<file path="src/rtl/ictl_pkg.sv">
`timescale 1ns/1ps
package ictl_pkg;
    parameter int unsigned NSRC   = 5;
    parameter int unsigned DATA_W = 16;

    typedef enum int unsigned {
        SRC_EXT   = 0,
        SRC_TMR1  = 1,
        SRC_TMR2  = 2,
        SRC_ASER  = 3,
        SRC_SSER  = 4
    } src_idx_e;

    // Lane strobe positions: low half carries the mask, high half the clears.
    localparam int unsigned LANE_MASK = 0;
    localparam int unsigned LANE_CLR  = 1;
endpackage

</file>
<file path="src/rtl/ictl_regif.sv">
`timescale 1ns/1ps
module ictl_regif #(
    parameter int unsigned NSRC   = ictl_pkg::NSRC,
    parameter int unsigned DATA_W = ictl_pkg::DATA_W
) (
    input  logic              clk,
    input  logic              rst_n,
    input  logic              wr,
    input  logic [1:0]        be,
    input  logic [DATA_W-1:0] wdata,
    output logic [NSRC-1:0]   en_q,
    output logic [NSRC-1:0]   clr_mask
);
    localparam int unsigned HALF = DATA_W / 2;
    localparam logic [DATA_W-1:0] USED =
        ({{(DATA_W-NSRC){1'b0}}, {NSRC{1'b1}}}) |
        ({{(DATA_W-NSRC){1'b0}}, {NSRC{1'b1}}} << HALF);

    typedef struct packed {
        logic [NSRC-1:0] en;
    } regif_state_t;

    regif_state_t st_d, st_q;
    logic         mask_wr;
    logic         clr_wr;
    logic         unused_wdata_bits;

    assign unused_wdata_bits = ^(wdata & ~USED);

    always_comb begin
        mask_wr  = wr & be[ictl_pkg::LANE_MASK];
        clr_wr   = wr & be[ictl_pkg::LANE_CLR];
        st_d     = st_q;
        clr_mask = '0;
        if (mask_wr) st_d.en = wdata[NSRC-1:0];
        if (clr_wr)  clr_mask = wdata[HALF +: NSRC];
    end

    always_ff @(posedge clk or negedge rst_n) begin
        if (!rst_n) st_q <= '0;
        else        st_q <= st_d;
    end

    assign en_q = st_q.en;
endmodule

</file>
<file path="src/rtl/ictl_pend_cell.sv">
`timescale 1ns/1ps
module ictl_pend_cell (
    input  logic clk,
    input  logic rst_n,
    input  logic evt,
    input  logic en,
    input  logic clr,
    output logic pend_q
);
    typedef struct packed {
        logic pend;
    } cell_state_t;

    cell_state_t st_d, st_q;

    always_comb begin
        st_d = st_q;
        // Clear first, then set: a qualified event overrides a same-cycle clear.
        if (clr)        st_d.pend = 1'b0;
        if (evt && en)  st_d.pend = 1'b1;
    end

    always_ff @(posedge clk or negedge rst_n) begin
        if (!rst_n) st_q <= '0;
        else        st_q <= st_d;
    end

    assign pend_q = st_q.pend;
endmodule

</file>
<file path="src/rtl/ictl_irq_merge.sv">
`timescale 1ns/1ps
module ictl_irq_merge #(
    parameter int unsigned NSRC   = ictl_pkg::NSRC,
    parameter int unsigned DATA_W = ictl_pkg::DATA_W
) (
    input  logic [NSRC-1:0]   pend,
    output logic [DATA_W-1:0] rdata,
    output logic              irq
);
    always_comb begin
        rdata = {{(DATA_W-NSRC){1'b0}}, pend};
        irq   = |pend;
    end
endmodule

</file>
<file path="src/rtl/ictl_split_irq.sv">
`timescale 1ns/1ps
module ictl_split_irq #(
    parameter int unsigned NSRC   = ictl_pkg::NSRC,
    parameter int unsigned DATA_W = ictl_pkg::DATA_W
) (
    input  logic              clk,
    input  logic              rst_n,
    input  logic [NSRC-1:0]   src_evt,
    input  logic              bus_wr,
    input  logic [1:0]        bus_be,
    input  logic [DATA_W-1:0] bus_wdata,
    output logic [DATA_W-1:0] bus_rdata,
    output logic              irq_out
);
    logic [NSRC-1:0] en_q;
    logic [NSRC-1:0] clr_mask;
    logic [NSRC-1:0] pend_q;

    ictl_regif #(.NSRC(NSRC), .DATA_W(DATA_W)) u_regif (
        .clk      (clk),
        .rst_n    (rst_n),
        .wr       (bus_wr),
        .be       (bus_be),
        .wdata    (bus_wdata),
        .en_q     (en_q),
        .clr_mask (clr_mask)
    );

    for (genvar g = 0; g < NSRC; g++) begin : g_cell
        ictl_pend_cell u_cell (
            .clk    (clk),
            .rst_n  (rst_n),
            .evt    (src_evt[g]),
            .en     (en_q[g]),
            .clr    (clr_mask[g]),
            .pend_q (pend_q[g])
        );
    end

    ictl_irq_merge #(.NSRC(NSRC), .DATA_W(DATA_W)) u_merge (
        .pend  (pend_q),
        .rdata (bus_rdata),
        .irq   (irq_out)
    );
endmodule

</file>
<file path="config.mk">
export PLATFORM = sky130hd
export DESIGN_NAME = ictl_split_irq
export DESIGN_NICKNAME = d
export VERILOG_FILES = /design/src/rtl/ictl_pkg.sv /design/src/rtl/ictl_regif.sv /design/src/rtl/ictl_pend_cell.sv /design/src/rtl/ictl_irq_merge.sv /design/src/rtl/ictl_split_irq.sv
export SDC_FILE = /design/constraint.sdc
export NUM_CORES = 1
export LEC_CHECK = 0
export BUFFER_PORTS_ARGS = -buffer_cell sky130_fd_sc_hd__buf_2
export CAP_MARGIN = 20
export CORE_UTILIZATION = 33
export CTS_CLUSTER_SIZE = 20
export DETAILED_ROUTE_END_ITERATION = 10
export PLACE_DENSITY = 0.84
export RECOVER_POWER = 25
export SLEW_MARGIN = 30
export SYNTH_ARGS = -nofsm -noshare
export SYNTH_HDL_FRONTEND = slang
export SYNTH_SLANG_ARGS = --single-unit
</file>
<file path="constraint.sdc">
create_clock -name clk -period 0.8 [get_ports clk]
set_input_delay 0.16 -clock clk [delete_from_list [all_inputs] [get_ports clk]]
set_output_delay 0.16 -clock clk [all_outputs]
set_load 0.02 [all_outputs]
</file>
==> impl_metrics.csv, run 1 <==
group,metric,value,unit
grt,antenna_found_initial,0,
run_status,violations,"setup timing",
floorplanning,fp.dieW,42.5,µm
cts,cts_buffers,3,
worst_setup_path,worst-r2r-cell-count,3,
yosys,yosys.cell_count.top_type,"buf_4",
run_status,status,"complete, but fails checks",
worst_setup_path,required,0.64,ns
floorplanning,design.die.area,1810,µm²
yosys,synthesis.area,542,µm²
hold_path,hold_class,"in2reg",
worst_setup_path,path_buf_inv,1,
cells_and_area,antenna_cells,0,
cells_and_area,drive_gt1_frac,0.570,
worst_setup_path,crit_arrival,1.06,ns
worst_setup_path,path_cells,"nor3_2, nand2_1, buf_2",
yosys,synth_cell_types,10,
detailed_routing,drtPass1Iterations,4,
pwr,irDropWorstVdd,0.783,mV
worst_setup_path,regToRegEndpoint,"g_cell[3].u_cell.pend_q$_DFFE_PN0P_",
worst_setup_path,endpoint_kind,"output pin",
grt,grt_pass1_vias,365,
timing,drv_slew,0,
cells_and_area,final_nets,107,
hold_path,min_path_cells,2,
yosys,netlist_top_cells_area,"dfrtp_1, buf_4, mux2_4",
grt,grt_pass1_wl,1420,µm
timing,grt_setup_unrepaired,"true",
yosys,yosys.area.top_type,"dfrtp_1",
detailed_routing,wl_per_cell,10.8,µm
detailed_routing,viasPerCell,4.37,
worst_setup_path,r2r-start,"g_cell[3].u_cell.pend_q$_DFFE_PN0P_",
cts,worstSkewPairLatency,0.25,ns
yosys,seq_area_frac_synth,0.462,
worst_setup_path,path_max_fanout,2,
placement,place.gp.congestion,0.712,
worst_setup_path,crit_family,"flip-flops",
cells_and_area,syn2layout_area_growth,43.0,%
yosys,ys_ff_latch,10,
timing,clock_skew,0.000667,ns
pwr,p_leak,0.414,nW
yosys,synth_edf_count,0,
cts,clk_pin_slew,0.06,ns
cts,cts_tree,"yes",
cts,cts_sinks,10,
worst_setup_path,max_stage_delay,0.38,ns
hold_path,min_to,"u_regif.en_q[0]$_DFFE_PN0P_",
floorplanning,core_area,1520,µm²
job,cap_violations,0,
detailed_routing,wl,1030,µm
placement,dpl_cell_area,649,µm²
yosys,syn_inst,46,
yosys,synthArstFlopShare,1.00,
floorplanning,die_h,42.5,µm
yosys,yosys-top-cells-count,"buf_4, dfrtp_1, a22o_1, mux2_4, nand3_1",
yosys,synth.top_cell.area_share,0.462,
floorplanning,io_pins,43,
grt,grt.total_usage,0.116,
cts,cts.htree.levels,1,
timing,layout_min_cycle_time,1.22,ns
floorplanning,initial_core_util,0.356,
yosys,avgSynthCellArea,11.8,µm²
cts,clock_tree.buffer_depth,2,
worst_setup_path,rrSetupSlack,-0.15,ns
detailed_routing,drc,0,
timing,hold_viol,0,
grt,grt_overflow,0,
detailed_routing,ant_nets,0,
grt,grt_max_degree,11,
timing,setup_viol,11,
placement,portBuffers,25,
detailed_routing,vias,415,
pwr,p_total,0.00155,W
pwr,power.density,2010,nW/µm²
timing,fin_crit_sh,1.53,
cells_and_area,final_area,774,µm²
worst_setup_path,criticalPathCategory,"reg2out",
floorplanning,num_rows,14,
timing,timing.fmax,818,MHz
yosys,yosysWarnings,0,
worst_setup_path,cpMaxStageDelayCell,"dfrtp_1",
hold_path,worstHoldStart,"bus_wdata[0]",
detailed_routing,drt_iter0_markers,3,
cts,root_buffer,"clkbuf_4",
yosys,synth-main-ff-cell,"dfrtp_1",
worst_setup_path,worstSetupStartpointType,"register",
timing,worst_slack,-0.422,ns
## registers in the layout, summed over array words and instances, names as in the netlist
register and count:
u_regif.en_q 5, g_cell.u_cell.pend_q 5
## cells in the final DEF (no fill, tap or decap), types with 3 or more instances in the layout
master	n
a22o_1	5
buf_4	3
mux2_4	5
buf_6	12
conb_1	11
nand3_1	5
buf_2	19
clkbuf_4	3
dfrtp_1	10
## through the flow
step                      setup WS, ns  instances  setup TNS (ns)  hold slack, ns   util
after floorplan                -0.0544         56         -0.0544          -0.136      -
after global placement          -0.113         87          -0.157          0.0161  0.426
after detailed placement        -0.121         87          -0.214          0.0267  0.426
after CTS                       -0.390         95           -2.28           0.119  0.506
after global routing            -0.486         95           -2.62           0.117  0.508
final                           -0.422         95           -2.26           0.131  0.508
## power breakdown
part           total [W]  internal [W]  switching, W  leakage [nW]
Combinational   0.000583      0.000348      0.000235         0.289
Sequential      0.000647      0.000589     0.0000580         0.111
Clock           0.000325      0.000173      0.000152        0.0138
## cell type report
type | instances | area, µm²
clock buffers | 3 | 22.5
fillers | 147 | 749
multi-input cells | 30 | 214
flip-flops and latches | 10 | 250
well taps | 16 | 20.0
repair buffers | 36 | 268
## logic make-up (layout without fill, tap and decap cells)
group                  after synthesis  after routing  share of synthesized area
buffers and inverters               16             39                      0.222
flip-flops                          10             10                      0.462
AND/OR/NAND/NOR                      9              9                     0.0900
AO/OA/AOI/OAI                        5              5                     0.0808
multiplexers                         5              5                      0.139
other                                1             11                    0.00692
## routing by layer
metal,wire length (µm),up-vias,global-route usage,part of all wire
li1,-,201,-,-
met1,364,193,0.117,0.36
met2,590,21,0.209,0.58
met3,69,0,0.0259,0.067
met4,0,0,0.0750,0
met5,0,-,0,0
## repair_timing
| action | CTS | global route |
|---|---|---|
| buffers inserted | 4 | 1 |
| setup endpoints to repair | 10 | 11 |
| hold buffers | 1 | 0 |
| resized for setup | 17 | 2 |
| endpoints found under the hold margin | 10 | 0 |
| pin swaps | 2 | 2 |
## worst max path at each step
stage | from | endpoint | slack [ns] | cells past startpoint
floorplan | g_cell[1].u_cell.pend_q$_DFFE_PN0P_ | irq_out | -0.05 | 2
global placement | g_cell[1].u_cell.pend_q$_DFFE_PN0P_ | irq_out | -0.11 | 3
detailed placement | g_cell[1].u_cell.pend_q$_DFFE_PN0P_ | irq_out | -0.12 | 3
CTS | g_cell[1].u_cell.pend_q$_DFFE_PN0P_ | irq_out | -0.39 | 3
global route | g_cell[0].u_cell.pend_q$_DFFE_PN0P_ | irq_out | -0.49 | 3
finish | g_cell[0].u_cell.pend_q$_DFFE_PN0P_ | irq_out | -0.42 | 3
Power figures use the tool's default switching activity.
==> run 2, diff against run 1 <==
--- a/config.mk
+++ b/config.mk
@@ -5,14 +5,16 @@
 export SDC_FILE = /design/constraint.sdc
 export NUM_CORES = 1
 export LEC_CHECK = 0
+export ABC_AREA = 1
 export BUFFER_PORTS_ARGS = -buffer_cell sky130_fd_sc_hd__buf_2
 export CAP_MARGIN = 20
+export CORE_MARGIN = 2
 export CORE_UTILIZATION = 33
 export CTS_CLUSTER_SIZE = 20
 export DETAILED_ROUTE_END_ITERATION = 10
 export PLACE_DENSITY = 0.84
 export RECOVER_POWER = 25
-export SLEW_MARGIN = 30
+export SLEW_MARGIN = 10
 export SYNTH_ARGS = -nofsm -noshare
 export SYNTH_HDL_FRONTEND = slang
 export SYNTH_SLANG_ARGS = --single-unit
==> impl_metrics.csv, run 2 <==
group,metric,value,unit
cells_and_area,syn2layout_area_growth,35.6,%
hold_path,hold_class,"in2reg",
yosys,yosys-top-cells-count,"nand2_1, buf_4, dfrtp_1, nand3_1, nor2_1",
cts,cts_sinks,10,
timing,grt_setup_unrepaired,"true",
cts,cts_tree,"yes",
cts,worstSkewPairLatency,0.26,ns
placement,portBuffers,25,
worst_setup_path,worstSetupStartpointType,"register",
yosys,synth_cell_types,7,
yosys,netlist_top_cells_area,"dfrtp_1, buf_4, nand2_1",
timing,timing.fmax,866,MHz
timing,hold_slack,0.0968,ns
floorplanning,die_h,44.6,µm
worst_setup_path,crit_arrival,0.99,ns
grt,grt.total_usage,0.137,
worst_setup_path,worst-r2r-cell-count,4,
placement,hpwl,900,µm
floorplanning,io_pins,43,
hold_path,min_path_cells,3,
cells_and_area,layout_commonest_cell,"nand2_1",
detailed_routing,drc,0,
pwr,p_leak,0.419,nW
cts,clock_tree.buffer_depth,2,
floorplanning,design.die.area,1990,µm²
cells_and_area,antenna_cells,0,
timing,hold_viol,0,
timing,fin_crit_sh,1.44,
worst_setup_path,max_stage_delay,0.38,ns
worst_setup_path,path_buf_inv,3,
cells_and_area,final_nets,123,
detailed_routing,drtPass1Iterations,4,
cells_and_area,drive_gt1_frac,0.375,
yosys,syn_inst,67,
yosys,synthArstFlopShare,1.00,
timing,layout_min_cycle_time,1.15,ns
floorplanning,num_rows,14,
cts,clk_pin_slew,0.07,ns
floorplanning,fp.dieW,44.6,µm
floorplanning,core_area,1520,µm²
yosys,synth.top_cell.area_share,0.460,
cts,cts.htree.levels,1,
pwr,irDropWorstVdd,0.672,mV
timing,clock_skew,0.00529,ns
placement,dpl_cell_area,629,µm²
detailed_routing,wl,1170,µm
worst_setup_path,cp_common_cell,"buf_6",
grt,grt_max_degree,12,
placement,place.gp.congestion,0.675,
worst_setup_path,crit_family,"flip-flops",
yosys,synthesis.area,544,µm²
yosys,seq_area_frac_synth,0.460,
pwr,power.density,2190,nW/µm²
cells_and_area,final_area,738,µm²
yosys,synth_edf_count,0,
grt,grt_pass1_vias,480,
grt,grt_pass1_wl,1870,µm
yosys,synth-main-ff-cell,"dfrtp_1",
cells_and_area,fin_util,0.484,
run_status,violations,"setup timing",
cts,root_buffer,"clkbuf_4",
detailed_routing,ant_nets,0,
grt,grt_overflow,0,
detailed_routing,viasPerCell,4.32,
run_status,status,"complete, but fails checks",
detailed_routing,drt_iter0_markers,3,
worst_setup_path,cpMaxStageDelayCell,"dfrtp_1",
yosys,yosys.cell_count.top_type,"nand2_1",
cells_and_area,final_cell_mix,"nand2_1, buf_2, conb_1",
floorplanning,initial_core_util,0.357,
timing,worst_slack,-0.355,ns
worst_setup_path,endpoint_kind,"output pin",
grt,antenna_found_initial,0,
job,cap_violations,0,
cts,cts_buffers,3,
detailed_routing,vias,484,
yosys,yosys.area.top_type,"dfrtp_1",
yosys,avgSynthCellArea,8.12,µm²
worst_setup_path,path_cells,"buf_4, buf_6, buf_6",
worst_setup_path,required,0.64,ns
worst_setup_path,criticalPathCategory,"reg2out",
timing,setup_viol,7,
worst_setup_path,crit_cells,3,
yosys,yosysWarnings,0,
timing,drv_slew,0,
detailed_routing,wl_per_cell,10.5,µm
yosys,ys_ff_latch,10,
worst_setup_path,path_max_fanout,2,
-- run 2: routing by layer --
| layer | up-vias | track usage | part of all wire |
|---|---|---|---|
| li1 | 242 | - | - |
| met1 | 210 | 0.133 | 0.36 |
| met2 | 30 | 0.246 | 0.53 |
| met3 | 2 | 0.0286 | 0.083 |
| met4 | 0 | 0.109 | 0.016 |
| met5 | - | 0 | 0 |
-- run 2: final cells by class --
class                      instances  area, µm²
clock buffer                       4       36.3
fill                             167        786
multi-input combinational         50        206
sequential                        10        250
tap                               16       20.0
timing repair buffer              32        225
-- run 2: stage by stage --
stage               power [W]  setup TNS [ns]  std cells  setup WS, ns
floorplan            0.000968         -0.0142         77       -0.0142
global route          0.00173           -2.07        112        -0.403
detailed placement    0.00105         -0.0821        105       -0.0692
finish                0.00162           -1.74        112        -0.355
CTS                   0.00160           -1.68        111        -0.349
global placement      0.00103         -0.0467        105       -0.0467
-- run 2: logic make-up (layout without fill, tap and decap cells) --
kind of cell,Yosys count,in the layout,share of synthesized area
other,1,11,0.00689
buffers and inverters,17,36,0.234
AND/OR/NAND/NOR,39,39,0.299
flip-flops,10,10,0.460
-- run 2: where the power goes --
| part | internal (W) | switching (W) | total [W] |
|---|---|---|---|
| Combinational | 0.000269 | 0.000270 | 0.000539 |
| Sequential | 0.000589 | 0.0000479 | 0.000636 |
| Clock | 0.000276 | 0.000167 | 0.000443 |
| Total | 0.00113 | 0.000485 | 0.00162 |
-- run 2: tightest hold or removal path, stage by stage --
cell     delay, ns
buf_2         0.07
nand2_1       0.04
nand2_1       0.05
-- run 2: what timing repair did --
action                     4_1_cts  5_1_grt
resized for setup               12        3
hold endpoints to repair        10        0
buffers inserted                 1        1
setup endpoints to repair        6        6
pin swaps                        1        2
hold buffers                     1        0
-- run 2: worst paths after layout --
check | slack (ns) | end | startpoint
max | -0.35 | bus_rdata[2] | g_cell[2].u_cell.pend_q$_DFFE_PN0P_
min | 0.1 | g_cell[2].u_cell.pend_q$_DFFE_PN0P_ | src_evt[2]
max reg2reg | -0.01 | g_cell[2].u_cell.pend_q$_DFFE_PN0P_ | g_cell[2].u_cell.pend_q$_DFFE_PN0P_
min reg2reg | 0.48 | u_regif.en_q[2]$_DFFE_PN0P_ | u_regif.en_q[2]$_DFFE_PN0P_
max in group asynchronous | 0.30 | u_regif.en_q[1]$_DFFE_PN0P_ | rst_n
min in group asynchronous | 0.30 | g_cell[1].u_cell.pend_q$_DFFE_PN0P_ | rst_n
==> run 3, diff against run 2 <==
==> constraint.sdc (replaced) <==
create_clock -name clk -period 0.8 [get_ports clk]
set_input_delay 0.04 -clock clk [delete_from_list [all_inputs] [get_ports clk]]
set_output_delay 0.04 -clock clk [all_outputs]
set_load 0.02 [all_outputs]
==> impl_metrics.csv, run 3 (synthesized netlist as in run 2, its figures left out) <==
group,metric,value,unit
grt,grt_max_degree,12,
worst_setup_path,required,0.76,ns
worst_setup_path,cpMaxStageDelayCell,"dfrtp_1",
detailed_routing,wl_per_cell,9.48,µm
grt,grt_pass1_vias,435,
timing,tightest_slew,0.504,ns
cts,worstSkewPairLatency,0.26,ns
cts,root_buffer,"clkbuf_4",
detailed_routing,drc,0,
cells_and_area,final_cell_mix,"nand2_1, buf_2, conb_1",
timing,worst_slack,-0.203,ns
floorplanning,num_rows,14,
cells_and_area,syn2layout_area_growth,36.6,%
floorplanning,initial_core_util,0.357,
timing,hold_slack,0.0160,ns
detailed_routing,drtPass1Iterations,2,
placement,hpwl,787,µm
worst_setup_path,path_max_fanout,2,
cells_and_area,layout_commonest_cell,"nand2_1",
cts,cts_tree,"yes",
detailed_routing,vias,486,
cts,clock_tree.buffer_depth,2,
timing,fin_crit_sh,1.25,
detailed_routing,viasPerCell,4.26,
cells_and_area,multiInputGateArea,204,µm²
detailed_routing,ant_nets,0,
cells_and_area,final_nets,126,
cts,cts_sinks,10,
worst_setup_path,crit_arrival,0.96,ns
grt,grt_overflow,0,
cells_and_area,antenna_cells,0,
timing,timing.fmax,997,MHz
grt,grt_pass1_wl,1660,µm
detailed_routing,wl,1080,µm
pwr,irDropWorstVdd,0.673,mV
placement,place.gp.congestion,0.727,
timing,setup_tns,-0.751,ns
run_status,status,"complete, but fails checks",
timing,clock_skew,0.00603,ns
grt,met2_usage,0.209,
grt,met1_usage,0.125,
pwr,p_leak,0.414,nW
placement,detailedPlace.worstSlack,0.0547,ns
floorplanning,io_pins,43,
floorplanning,design.die.area,1990,µm²
grt,grt.total_usage,0.125,
timing,grt_setup_unrepaired,"true",
cts,cts_buffers,3,
timing,hold_viol,0,
cells_and_area,seqCellArea,250,µm²
job,cap_violations,0,
timing,layout_min_cycle_time,1.00,ns
cells_and_area,fill_cells,165,
grt,gr-max-usage-layer,"met2",
run_status,violations,"setup timing",
detailed_routing,drt_iter0_markers,2,
worst_setup_path,max_stage_delay,0.39,ns
grt,grtUsageMet3,0.0245,
worst_setup_path,path_cells,"nor2_1, nand3b_1, buf_2",
pwr,power.density,1970,nW/µm²
timing,slew-limit-headroom,0.664,
grt,antenna_found_initial,0,
cts,clk_pin_slew,0.06,ns
floorplanning,fp.dieW,44.6,µm
hold_path,hold_class,"in2reg",
worst_setup_path,criticalPathCategory,"reg2out",
timing,drv_slew,0,
worst_setup_path,endpoint_kind,"output pin",
placement,portBuffers,25,
timing,setup_viol,6,
cells_and_area,fin_util,0.488,
worst_setup_path,worstSetupStartpointType,"register",
cts,cts.htree.levels,1,
cells_and_area,drive_gt1_frac,0.316,
floorplanning,core_area,1520,µm²
floorplanning,die_h,44.6,µm
==> run 3: changes by cell type in the layout (fill, tap and decap cells not counted) <==
| cell | previous run | this run |
|---|---|---|
| clkbuf_8 | 1 | 0 |
| buf_4 | 4 | 2 |
| buf_2 | 18 | 20 |
| clkbuf_1 | 0 | 1 |
| nand2_1 | 25 | 26 |
| dlygate4sd3_1 | 1 | 6 |
| clkbuf_2 | 1 | 0 |
| buf_6 | 8 | 6 |
| nand2_2 | 1 | 0 |
==> run 3: routing by layer <==
| metal | vias up | wire length (µm) |
|---|---|---|
| met2 | 27 | 550 |
| li1 | 249 | - |
| met5 | - | 0 |
| met1 | 208 | 417 |
| met3 | 2 | 93 |
| met4 | 0 | 19 |
==> run 3: layout make-up <==
cell class | count | area share
flip-flops and latches | 10 | 0.337
multi-input cells | 50 | 0.274
repair buffers | 35 | 0.332
well taps | 16 | 0.0269
clock buffers | 3 | 0.0303
==> run 3: critical path, delay by kind of cell, from the launching register on <==
kind	cells	cell delay [ns]
buffers and inverters	1	0.16
DFF	1	0.39
and+or+nand+nor	2	0.16
==> run 3: where the power goes <==
| part | leakage [nW] | internal [W] | switching (W) | total (W) |
|---|---|---|---|---|
| sequential | 0.117 | 0.000589 | 0.0000490 | 0.000638 |
| clock | 0.0138 | 0.000173 | 0.000156 | 0.000328 |
| combinational | 0.283 | 0.000244 | 0.000254 | 0.000498 |
| total | 0.414 | 0.00101 | 0.000459 | 0.00146 |
==> run 3: worst paths after layout <==
kind | start | endpoint | slack [ns] | depth (start not counted)
min reg2reg | u_regif.en_q[0]$_DFFE_PN0P_ | u_regif.en_q[0]$_DFFE_PN0P_ | 0.47 | 2
min | bus_wdata[2] | u_regif.en_q[2]$_DFFE_PN0P_ | 0.02 | 3
max reg2reg | g_cell[1].u_cell.pend_q$_DFFE_PN0P_ | g_cell[1].u_cell.pend_q$_DFFE_PN0P_ | 0.06 | 3
max | g_cell[2].u_cell.pend_q$_DFFE_PN0P_ | irq_out | -0.20 | 3
min in group asynchronous | rst_n | g_cell[2].u_cell.pend_q$_DFFE_PN0P_ | 0.27 | 2
max in group asynchronous | rst_n | u_regif.en_q[0]$_DFFE_PN0P_ | 0.19 | 2
==> run 3: timing repair <==
action                                  in CTS  in global routing
endpoints found under the setup margin       6                  6
gates resized for setup                      9                  1
endpoints found under the hold margin       15                  0
hold buffers                                 6                  0
setup buffers                                4                  0
==> run 3: per-stage QoR <==
| step | cell area (µm²) | std cells | total power (W) |
|---|---|---|---|
| detailed placement | 599 | 101 | 0.000989 |
| CTS | 741 | 114 | 0.00147 |
| finish | 743 | 114 | 0.00146 |
| global route | 743 | 114 | 0.00156 |
| global placement | 599 | 101 | 0.000975 |
| floorplan | 582 | 77 | 0.000968 |
